$ cat src/rtl/pport_ctrl_pkg.sv
// Shared types for the parallel port control register.
// Assumes a two-bit mode code supplied by the port's mode logic.
package pport_ctrl_pkg;

    typedef enum logic [1:0] {
        MODE_PRINTER = 2'b00,
        MODE_BIDIR   = 2'b01,
        MODE_EPP     = 2'b10,
        MODE_ECP     = 2'b11
    } port_mode_t;

    // Field positions inside the stored control bits
    localparam int unsigned BIT_STROBE = 0;
    localparam int unsigned BIT_AUTOFD = 1;
    localparam int unsigned BIT_INIT   = 2;
    localparam int unsigned BIT_SELECT = 3;
    localparam int unsigned BIT_IRQEN  = 4;
    localparam int unsigned BIT_DIR    = 5;
    localparam int unsigned CTRL_W     = 6;

endpackage

$ cat src/rtl/pport_ctrl_reg.sv
// Storage of the writable control bits and their readback path.
// Assumes bus_wr is a one-cycle strobe. Reads are combinational while bus_rd is high.
module pport_ctrl_reg
    import pport_ctrl_pkg::*;
#(
    parameter int unsigned DATA_W    = 8,
    parameter int unsigned ADDR_W    = 3,
    parameter logic [ADDR_W-1:0] CTRL_ADDR = 3'd2
) (
    input  logic              clk,
    input  logic              rst_n,
    input  logic [ADDR_W-1:0] bus_addr,
    input  logic [DATA_W-1:0] bus_wdata,
    input  logic              bus_wr,
    input  logic              bus_rd,
    output logic [DATA_W-1:0] bus_rdata,
    output logic [CTRL_W-1:0] ctrl_q
);

    localparam int unsigned PAD_W = DATA_W - CTRL_W;

    logic addr_hit;
    logic unused_wdata;

    assign addr_hit     = (bus_addr == CTRL_ADDR);
    assign unused_wdata = ^bus_wdata[DATA_W-1:CTRL_W];

    // Capture the low control bits on a write to the control offset
    always_ff @(posedge clk) begin
        if (!rst_n)
            ctrl_q <= '0;
        else if (bus_wr && addr_hit)
            ctrl_q <= bus_wdata[CTRL_W-1:0];
    end

    // Present stored bits with zero padding while the control offset is read
    always_comb begin
        if (bus_rd && addr_hit)
            bus_rdata = {{PAD_W{1'b0}}, ctrl_q};
        else
            bus_rdata = '0;
    end

endmodule

$ cat src/rtl/pport_pin_map.sv
// Maps stored control bits to pin levels with per-bit polarity, and
// resolves data direction against the port mode.
// Purely combinational. Assumes ctrl_q is a registered value.
module pport_pin_map
    import pport_ctrl_pkg::*;
#(
    parameter int unsigned PIN_N    = 4,
    parameter logic [PIN_N-1:0] INV_MASK = 4'b1011
) (
    input  logic [CTRL_W-1:0] ctrl_q,
    input  port_mode_t        mode,
    output logic [PIN_N-1:0]  pins,
    output logic              pd_input
);

    // One polarity stage per handshake pin, chosen by INV_MASK
    for (genvar i = 0; i < PIN_N; i++) begin : g_pin
        if (INV_MASK[i]) begin : g_inv
            assign pins[i] = ~ctrl_q[i];
        end else begin : g_direct
            assign pins[i] = ctrl_q[i];
        end
    end

    // Printer mode forces the data lines to drive out
    always_comb begin
        pd_input = (mode == MODE_PRINTER) ? 1'b0 : ctrl_q[BIT_DIR];
    end

endmodule

$ cat src/rtl/pport_ack_irq.sv
// Synchronizes the acknowledge input and emits a one-clock interrupt
// pulse per rising edge while enabled.
// Assumes ack_n_in is asynchronous and idles high. SYNC_STAGES >= 2.
module pport_ack_irq #(
    parameter int unsigned SYNC_STAGES = 2
) (
    input  logic clk,
    input  logic rst_n,
    input  logic ack_n_in,
    input  logic irq_en,
    output logic irq
);

    logic [SYNC_STAGES-1:0] sync_q;
    logic                   ack_prev_q;
    logic                   ack_rise;

    // Shift the asynchronous input through the synchronizer chain
    always_ff @(posedge clk) begin
        if (!rst_n)
            sync_q <= '1;
        else
            sync_q <= {sync_q[SYNC_STAGES-2:0], ack_n_in};
    end

    // Remember the previous synchronized level for edge detection
    always_ff @(posedge clk) begin
        if (!rst_n)
            ack_prev_q <= 1'b1;
        else
            ack_prev_q <= sync_q[SYNC_STAGES-1];
    end

    assign ack_rise = sync_q[SYNC_STAGES-1] & ~ack_prev_q;

    // Register the gated edge as a single-cycle pulse
    always_ff @(posedge clk) begin
        if (!rst_n)
            irq <= 1'b0;
        else
            irq <= ack_rise & irq_en;
    end

endmodule

$ cat src/rtl/pport_ctrl.sv
// Top of the parallel port control register: storage, pin mapping,
// and acknowledge interrupt.
// Assumes a single clock domain for the host bus. Only ack_n_in is asynchronous.
module pport_ctrl
    import pport_ctrl_pkg::*;
#(
    parameter int unsigned DATA_W      = 8,
    parameter int unsigned ADDR_W      = 3,
    parameter logic [ADDR_W-1:0] CTRL_ADDR = 3'd2,
    parameter int unsigned SYNC_STAGES = 2
) (
    input  logic              clk,
    input  logic              rst_n,
    input  logic [ADDR_W-1:0] bus_addr,
    input  logic [DATA_W-1:0] bus_wdata,
    input  logic              bus_wr,
    input  logic              bus_rd,
    output logic [DATA_W-1:0] bus_rdata,
    input  logic [1:0]        mode,
    input  logic              ack_n_in,
    output logic              strobe_n,
    output logic              autofd_n,
    output logic              init_n,
    output logic              selectin_n,
    output logic              pd_input,
    output logic              irq
);

    localparam int unsigned PIN_N = 4;

    logic [CTRL_W-1:0] ctrl_q;
    logic [PIN_N-1:0]  pins;
    port_mode_t        mode_e;

    assign mode_e = port_mode_t'(mode);

    pport_ctrl_reg #(
        .DATA_W    (DATA_W),
        .ADDR_W    (ADDR_W),
        .CTRL_ADDR (CTRL_ADDR)
    ) u_reg (
        .clk       (clk),
        .rst_n     (rst_n),
        .bus_addr  (bus_addr),
        .bus_wdata (bus_wdata),
        .bus_wr    (bus_wr),
        .bus_rd    (bus_rd),
        .bus_rdata (bus_rdata),
        .ctrl_q    (ctrl_q)
    );

    pport_pin_map #(
        .PIN_N    (PIN_N),
        .INV_MASK (4'b1011)
    ) u_map (
        .ctrl_q   (ctrl_q),
        .mode     (mode_e),
        .pins     (pins),
        .pd_input (pd_input)
    );

    pport_ack_irq #(
        .SYNC_STAGES (SYNC_STAGES)
    ) u_irq (
        .clk      (clk),
        .rst_n    (rst_n),
        .ack_n_in (ack_n_in),
        .irq_en   (ctrl_q[BIT_IRQEN]),
        .irq      (irq)
    );

    assign strobe_n   = pins[BIT_STROBE];
    assign autofd_n   = pins[BIT_AUTOFD];
    assign init_n     = pins[BIT_INIT];
    assign selectin_n = pins[BIT_SELECT];

endmodule

$ cat config.mk
export PLATFORM = sky130hd
export DESIGN_NAME = pport_ctrl
export DESIGN_NICKNAME = d
export VERILOG_FILES = /design/src/rtl/pport_ctrl_pkg.sv /design/src/rtl/pport_ctrl_reg.sv /design/src/rtl/pport_pin_map.sv /design/src/rtl/pport_ack_irq.sv /design/src/rtl/pport_ctrl.sv
export SDC_FILE = /design/constraint.sdc
export NUM_CORES = 1
export LEC_CHECK = 0
export ABC_AREA = 1
export BUFFER_PORTS_ARGS = -buffer_cell sky130_fd_sc_hd__clkbuf_2
export CORE_MARGIN = 2
export CORE_UTILIZATION = 27
export CTS_CLUSTER_SIZE = 40
export DETAILED_ROUTE_END_ITERATION = 8
export GPL_TIMING_DRIVEN = 0
export PLACE_DENSITY = 0.62
export SYNTH_ARGS = -nofsm -noshare
export SYNTH_HDL_FRONTEND = slang
export SYNTH_SLANG_ARGS = --single-unit
$ cat constraint.sdc
create_clock -name clk -period 1.7 [get_ports clk]
set_clock_uncertainty 0.15 [all_clocks]
set_input_delay 0.085 -clock clk [delete_from_list [all_inputs] [get_ports clk]]
set_output_delay 0.085 -clock clk [all_outputs]
set_load 0.02 [all_outputs]
==> metrics.csv, run 1 <==
stage,metric,value,unit
run_status,status,"finished, final reports clean",
power_and_ir_drop,Reg power frac,44.1,%
worst_hold_path,worst hold start,bus_wdata[1],
floorplan,Die Y,46.84,µm
power_and_ir_drop,Int Pwr,413.2,µW
drt,antenna-violating nets left,0,
power_and_ir_drop,cell leakage power,0.4181,nW
cells_and_area,layout cells sized above 1,32.43,%
worst_setup_path,Reg2Reg Setup Slack,0.86,ns
grt,Total GRT Usage,10.34,%
synthesis,share of the synthesized area in the top cell type,40.40,%
synthesis,Synth Area in Compound Gates,0,%
worst_setup_path,CP startpoint kind,input pin,
worst_hold_path,endpoint of the worst hold path,u_reg.ctrl_q[1],
clocking,clk buf depth,2,
timing,Pins Over Slew Limit,0,
timing,Final Hold Fails,0,
clocking,Num Clock Sinks,10,
floorplan,core box area,1727,µm²
clocking,post-CTS setup buffer count,0,
clocking,H-tree levels,1,
floorplan,full die area,2194,µm²
synthesis,post-synthesis sequential area ratio,40.40,%
synthesis,Synth area leaders,"dfxtp_1 (40%), inv_1 (15%), nor2_1 (11%), nand2_1 (9.8%), nand4_1 (7.6%)",
synthesis,Synth Area in XOR/XNOR,0,%
placed_design,GP Congestion,0.6936,
clocking,Clock Root Buffer,clkbuf_4,
worst_setup_path,Crit Reg-Reg Endpoint,u_irq.irq,
synthesis,mux cell area share after synthesis,0,%
synthesis,Mapped Area,495.5,µm²
cells_and_area,Antenna Cells,0,
drt,met2 WL post-DR,508,µm
timing,minimum clock period,1.227,ns
drt,Routed WL,1095,µm
grt,first-pass GRT wire length,1621,µm
grt,total congestion overflow,0,
clocking,insertion delay to the later sink of the worst-skew pair,0.27,ns
drt,WL met3,61,µm
clocking,CTS tree,yes,
timing,period utilization,72.18,%
worst_setup_path,path depth of the worst reg2reg path,2,
timing,final setup violation count,0,
floorplan,Initial Util,28.70,%
drt,# DRC,0,
grt,antenna violations before repair,0,
floorplan,Row Count,15,
power_and_ir_drop,VDD IR max,304.1,µV
power_and_ir_drop,power density over cell area,725.9,nW/µm²
synthesis,Post-Synth Adder-Cell Area,0,%
synthesis,"Avg Cell Area, Syn",6.696,µm²
worst_setup_path,CP max stage cell,nand3_1,
drt,vias post-DR,531,
synthesis,synthesized instance count,74,
worst_setup_path,Crit path max-delay family,simple AND/OR/NAND/NOR gates,
synthesis,Post-synth EDFFs,0,
timing,RSZ-0062 raised after global routing,no,
worst_setup_path,"Req. time, crit path",1.46,ns
synthesis,Synth Area in Simple Gates,38.64,%
worst_setup_path,crit-path max cell delay,0.26,ns
drt,WL met1,508,µm
drt,Avg Vias per Cell,3.904,
power_and_ir_drop,Clock Power Share,39.8,%
worst_setup_path,worst-path cell chain,clkbuf_2 -> nor2_4 -> nand3_1 -> nor2_1 -> clkbuf_2,
synthesis,"Async S/R FF share, synth",0,%
worst_hold_path,worst hold path class,in -> reg,
cells_and_area,# nets final,130,
cells_and_area,Filler cells,185,
synthesis,leading area contributor after synthesis,dfxtp_1,
power_and_ir_drop,switching power,139.9,µW
cells_and_area,final core utilization,44.13,%
worst_setup_path,"most used cell, CP",clkbuf_2,
synthesis,main combinational cell family by area after synthesis,simple AND/OR/NAND/NOR gates,
placed_design,port bufs,25,
worst_setup_path,Crit path buffers/inverters,2,
timing,maximum clock rate,815.0,MHz
drt,routed len/inst,8.051,µm
synthesis,most frequent cells after synthesis,"inv_1 (20), nor2_1 (14), nand2_1 (13), dfxtp_1 (10), nand4_1 (6)",
timing,final setup TNS,0,ns
synthesis,Main synth FF type,dfxtp_1,
floorplan,io pins,32,
flow_run,max-cap viol count,0,
synthesis,"Distinct cells, synth",14,
synthesis,YS warnings,0,
floorplan,Die X,46.84,µm
grt,vias in the first global route,441,
clocking,"CTS clk-pin slew, worst paths",0.07,ns
drt,top sig layer,met4,
drt,Initial DRC Count,4,
power_and_ir_drop,switch share,25.29,%
worst_setup_path,WP data arrival,0.99,ns
worst_hold_path,hold depth,5,
synthesis,"count leader, synth",inv_1,
worst_setup_path,Worst Setup End Kind,output port,
placed_design,Detailed Place HPWL,806.7,µm
power_and_ir_drop,Logic pwr share,16.1,%
synthesis,Seq cells post-synth,10,
worst_setup_path,reg2reg start,u_reg.ctrl_q[4],
worst_setup_path,worst-path fanout max,8,
clocking,TritonCTS Buffers,3,
worst_setup_path,WS Path Type,in -> out,
cells_and_area,Layout Area Growth over Synthesis,53.79,%
grt,pin count of the biggest net entering global routing,9,
drt,1st-pass router iterations,2,
per-stage QoR:
stage | setup slack, ns | cell area (µm²) | total power [mW] | cells | hold slack, ns
after global placement | 0.4734 | 655.6 | 0.3243 | 125 | 0.1224
after floorplan | 0.6637 | 499.2 | 0.2966 | 75 | 0.04155
after detailed placement | 0.4582 | 655.6 | 0.3257 | 125 | 0.1280
final | 0.4730 | 762.0 | 0.5531 | 136 | 0.01395
after global routing | 0.3622 | 762.0 | 0.5701 | 136 | 0.06236
after CTS | 0.4507 | 762.0 | 0.5535 | 136 | 0.01857
how the worst max path moves through the flow:
stage | start | endpoint | slack [ns] | cells after the start
2_1_floorplan | u_reg.ctrl_q[2] | bus_rdata[2] | 0.66 | 2
3_3_place_gp | bus_addr[2] | bus_rdata[0] | 0.47 | 5
3_5_place_dp | bus_addr[2] | bus_rdata[2] | 0.46 | 5
4_1_cts | bus_addr[2] | bus_rdata[2] | 0.45 | 5
5_1_grt | bus_addr[2] | bus_rdata[3] | 0.36 | 5
6_report | bus_addr[2] | bus_rdata[4] | 0.47 | 5
per-layer routing:
metal	track usage, %	up-vias
met5	0	-
li1	-	286
met4	6.667	0
met2	18.08	21
met1	11.83	222
met3	1.154	2
state kept, by name (all words and copies together) (netlist names):
| signal | count |
|---|---|
| u_reg.ctrl_q | 6 |
| u_irq.sync_q | 2 |
| u_irq.ack_prev_q | 1 |
| u_irq.irq | 1 |
power by group through the flow:
stage	sequential, mW	combinational [mW]	clock, mW
finish	0.244	0.0889	0.220
global route	0.245	0.100	0.225
CTS	0.244	0.0891	0.220
detailed placement	0.249	0.0762	0
global placement	0.249	0.0752	0
floorplan	0.250	0.0464	0
what timing repair did:
item,CTS,global route
resized for setup,0,0
hold endpoints to repair,8,0
hold buffers,7,0
worst reg2reg max path: cells and delay by family (launching register included):
| family | cells | cell delay (ns) |
|---|---|---|
| buffers and inverters | 1 | 0.05 |
| flip-flops | 1 | 0.31 |
| AND/OR/NAND/NOR | 1 | 0.24 |
final cells by class:
type                    count  area, µm²  share of cell area, %
plain buffers               4      25.02                  3.284
clock buffers               4      36.28                  4.762
inverters                  20      75.07                  9.852
multi-input cells          41      198.9                  26.11
flip-flops and latches     10      200.2                  26.27
well taps                  25      31.28                  4.105
repair buffers             32      195.2                  25.62
cells by family after synthesis:
| group | count (synthesis) |
|---|---|
| buf+inv | 24 |
| simple gates | 39 |
| flops | 10 |
| other cells | 1 |
cell usage in the layout (no fill, tap or decap), types with 2 or more instances in the layout:
cell,count
nand2_1,13
inv_1,20
buf_2,2
clkbuf_4,3
conb_1,2
dfxtp_1,10
buf_4,2
clkbuf_2,25
nand4_1,6
nor2_1,14
dlygate4sd3_1,7
No activity file was read; power rests on OpenSTA's default activity.
==> inputs of run 2 (changes only) <==
==> constraint.sdc (replaced) <==
create_clock -name clk -period 1.18 [get_ports clk]
set_clock_uncertainty 0.15 [all_clocks]
set_input_delay 0.059 -clock clk [delete_from_list [all_inputs] [get_ports clk]]
set_output_delay 0.059 -clock clk [all_outputs]
set_load 0.02 [all_outputs]
==> metrics.csv, run 2 (synthesized netlist as in run 1, its figures left out) <==
stage,metric,value,unit,change
grt,antenna violations before repair,0,,unchanged
cells_and_area,Layout Area Growth over Synthesis,62.88,%,
cells_and_area,final core utilization,46.74,%,+2.6 points
worst_hold_path,hold depth,5,,unchanged
placed_design,Detailed Place HPWL,806.7,µm,unchanged
clocking,insertion delay to the later sink of the worst-skew pair,0.27,ns,about the same
power_and_ir_drop,VDD IR max,436.4,µV,+44%
cells_and_area,Filler cells,180,,-2.7%
drt,Initial DRC Count,3,,-1
worst_setup_path,CP max stage cell,dfxtp_1,,
grt,first-pass GRT wire length,1649,µm,+1.7%
timing,Final Hold Fails,1,,+1
run_status,failing checks,hold timing,,
grt,pin count of the biggest net entering global routing,9,,unchanged
timing,Pins Over Slew Limit,0,,unchanged
worst_setup_path,CP startpoint kind,flop,,
worst_setup_path,crit-path max cell delay,0.33,ns,+0.07 ns
clocking,Num Clock Sinks,10,,unchanged
flow_run,max-cap viol count,0,,unchanged
timing,period utilization,95.99,%,
floorplan,Initial Util,28.70,%,unchanged
drt,vias post-DR,556,,+4.7%
drt,routed len/inst,8.681,µm,+7.8%
floorplan,core box area,1727,µm²,unchanged
worst_setup_path,WP depth,3,,-2
worst_setup_path,WP data arrival,0.92,ns,-0.07 ns
clocking,H-tree levels,1,,unchanged
cells_and_area,largest registers,"u_reg.ctrl_q x6, u_irq.sync_q x2",,
cells_and_area,layout cells sized above 1,35.34,%,+2.9 points
cells_and_area,# nets final,135,,+3.8%
run_status,status,"finished, violations left",,
cells_and_area,"commonest non-fill, non-tap cells in the layout","clkbuf_2 (25), inv_1 (20), nor2_1 (14)",,
timing,minimum clock period,1.133,ns,
worst_setup_path,Crit path buffers/inverters,2,,unchanged
drt,Avg Vias per Cell,3.943,,+1.0%
cells_and_area,Antenna Cells,0,,unchanged
worst_hold_path,worst hold path class,in -> reg,,
timing,worst hold margin,-0.0001260,ns,-0.01407 ns
clocking,clk buf depth,2,,unchanged
clocking,TritonCTS Buffers,3,,unchanged
worst_setup_path,Worst Setup End Kind,output port,,
timing,RSZ-0062 raised after global routing,no,,
floorplan,io pins,32,,unchanged
power_and_ir_drop,power density over cell area,1006,nW/µm²,+39%
worst_setup_path,WS Path Type,reg -> out,,
drt,# DRC,0,,unchanged
grt,vias in the first global route,445,,+0.91%
clocking,Clock Root Buffer,clkbuf_4,,
floorplan,full die area,2194,µm²,unchanged
worst_setup_path,"Req. time, crit path",0.97,ns,-0.49 ns
timing,maximum clock rate,882.9,MHz,
placed_design,GP Congestion,0.6936,,unchanged
cells_and_area,max reg flops,6,,unchanged
drt,1st-pass router iterations,3,,+1
floorplan,Die X,46.84,µm,unchanged
floorplan,Row Count,15,,unchanged
worst_setup_path,path depth of the worst reg2reg path,2,,unchanged
placed_design,port bufs,25,,unchanged
cells_and_area,"commonest non-fill, non-tap cell in the layout",clkbuf_2,,
timing,final setup violation count,0,,unchanged
drt,Routed WL,1224,µm,+12%
clocking,"CTS clk-pin slew, worst paths",0.07,ns,about the same
worst_setup_path,Crit path max-delay family,flip-flops,,
drt,antenna-violating nets left,0,,unchanged
cells_and_area,largest reg by FF count,u_reg.ctrl_q,,
floorplan,Die Y,46.84,µm,unchanged
grt,total congestion overflow,0,,unchanged
clocking,CTS tree,yes,,
grt,Total GRT Usage,10.50,%,+0.16 points
worst_setup_path,Reg2Reg Setup Slack,0.34,ns,-0.52 ns
worst_setup_path,worst-path cell chain,inv_1 -> nor2_1 -> clkbuf_2,,
worst_setup_path,worst-path fanout max,2,,-6
power_and_ir_drop,cell leakage power,0.4434,nW,+6.0%
run 2: cell types whose count changed in the layout (fill, tap and decap cells not counted):
cell / change
nand3_1: -1
nand3_2: +1
buf_4: +4
dlygate4sd3_1: +1
run 2: worst paths after layout:
kind | from | endpoint
worst max-delay path | u_reg.ctrl_q[2] | bus_rdata[2]
worst min-delay path | bus_addr[2] | u_reg.ctrl_q[3]
worst max register to register | u_reg.ctrl_q[4] | u_irq.irq
worst min register to register | u_irq.ack_prev_q | u_irq.irq
run 2: per-stage QoR:
step | power (mW) | cells | TNS [ns] | cell area [µm²] | setup slack [ns]
global route | 0.8383 | 141 | 0 | 807.0 | 0.0004873
CTS | 0.8012 | 137 | 0 | 777.0 | 0.03171
detailed placement | 0.4692 | 125 | -0.01718 | 655.6 | -0.009775
finish | 0.8122 | 141 | 0 | 807.0 | 0.04733
floorplan | 0.4273 | 75 | 0 | 499.2 | 0.1697
global placement | 0.4673 | 125 | 0 | 655.6 | 0.005440
run 2: area by class of cell:
cell class / instances / area [µm²] / area share, %
Inverter: 20 / 75.07 / 9.302
Multi-Input combinational cell: 41 / 203.9 / 25.27
Buffer: 4 / 25.02 / 3.101
Timing Repair Buffer: 37 / 235.2 / 29.15
Tap cell: 25 / 31.28 / 3.876
Sequential cell: 10 / 200.2 / 24.81
Clock buffer: 4 / 36.28 / 4.496
run 2: what timing repair did:
item                                    in CTS  in global routing
setup buffers                                0                  4
pin swaps                                    0                  1
resized for setup                            1                  0
endpoints found under the setup margin       6                  2
hold buffers                                 8                  0
endpoints found under the hold margin        9                  0
run 2: worst register-to-register path, delay by kind of cell (launching register included):
kind                   cells  cell delay (ns)
and+or+nand+nor            1             0.24
buffers and inverters      1             0.05
DFF                        1             0.31
run 2: layer usage:
layer | vias to the layer above | global-route usage (%) | share of wire, %
met4 | 0 | 6.667 | 0.90
met1 | 237 | 12.06 | 47
met3 | 2 | 1.154 | 4.5
met2 | 21 | 18.36 | 47
li1 | 296 | - | -
met5 | - | 0 | 0
run 2: power by group:
group	internal, mW	switching (mW)	total, mW
logic	0.0696	0.0745	0.144
registers	0.349	0.00271	0.351
clock network	0.188	0.129	0.317
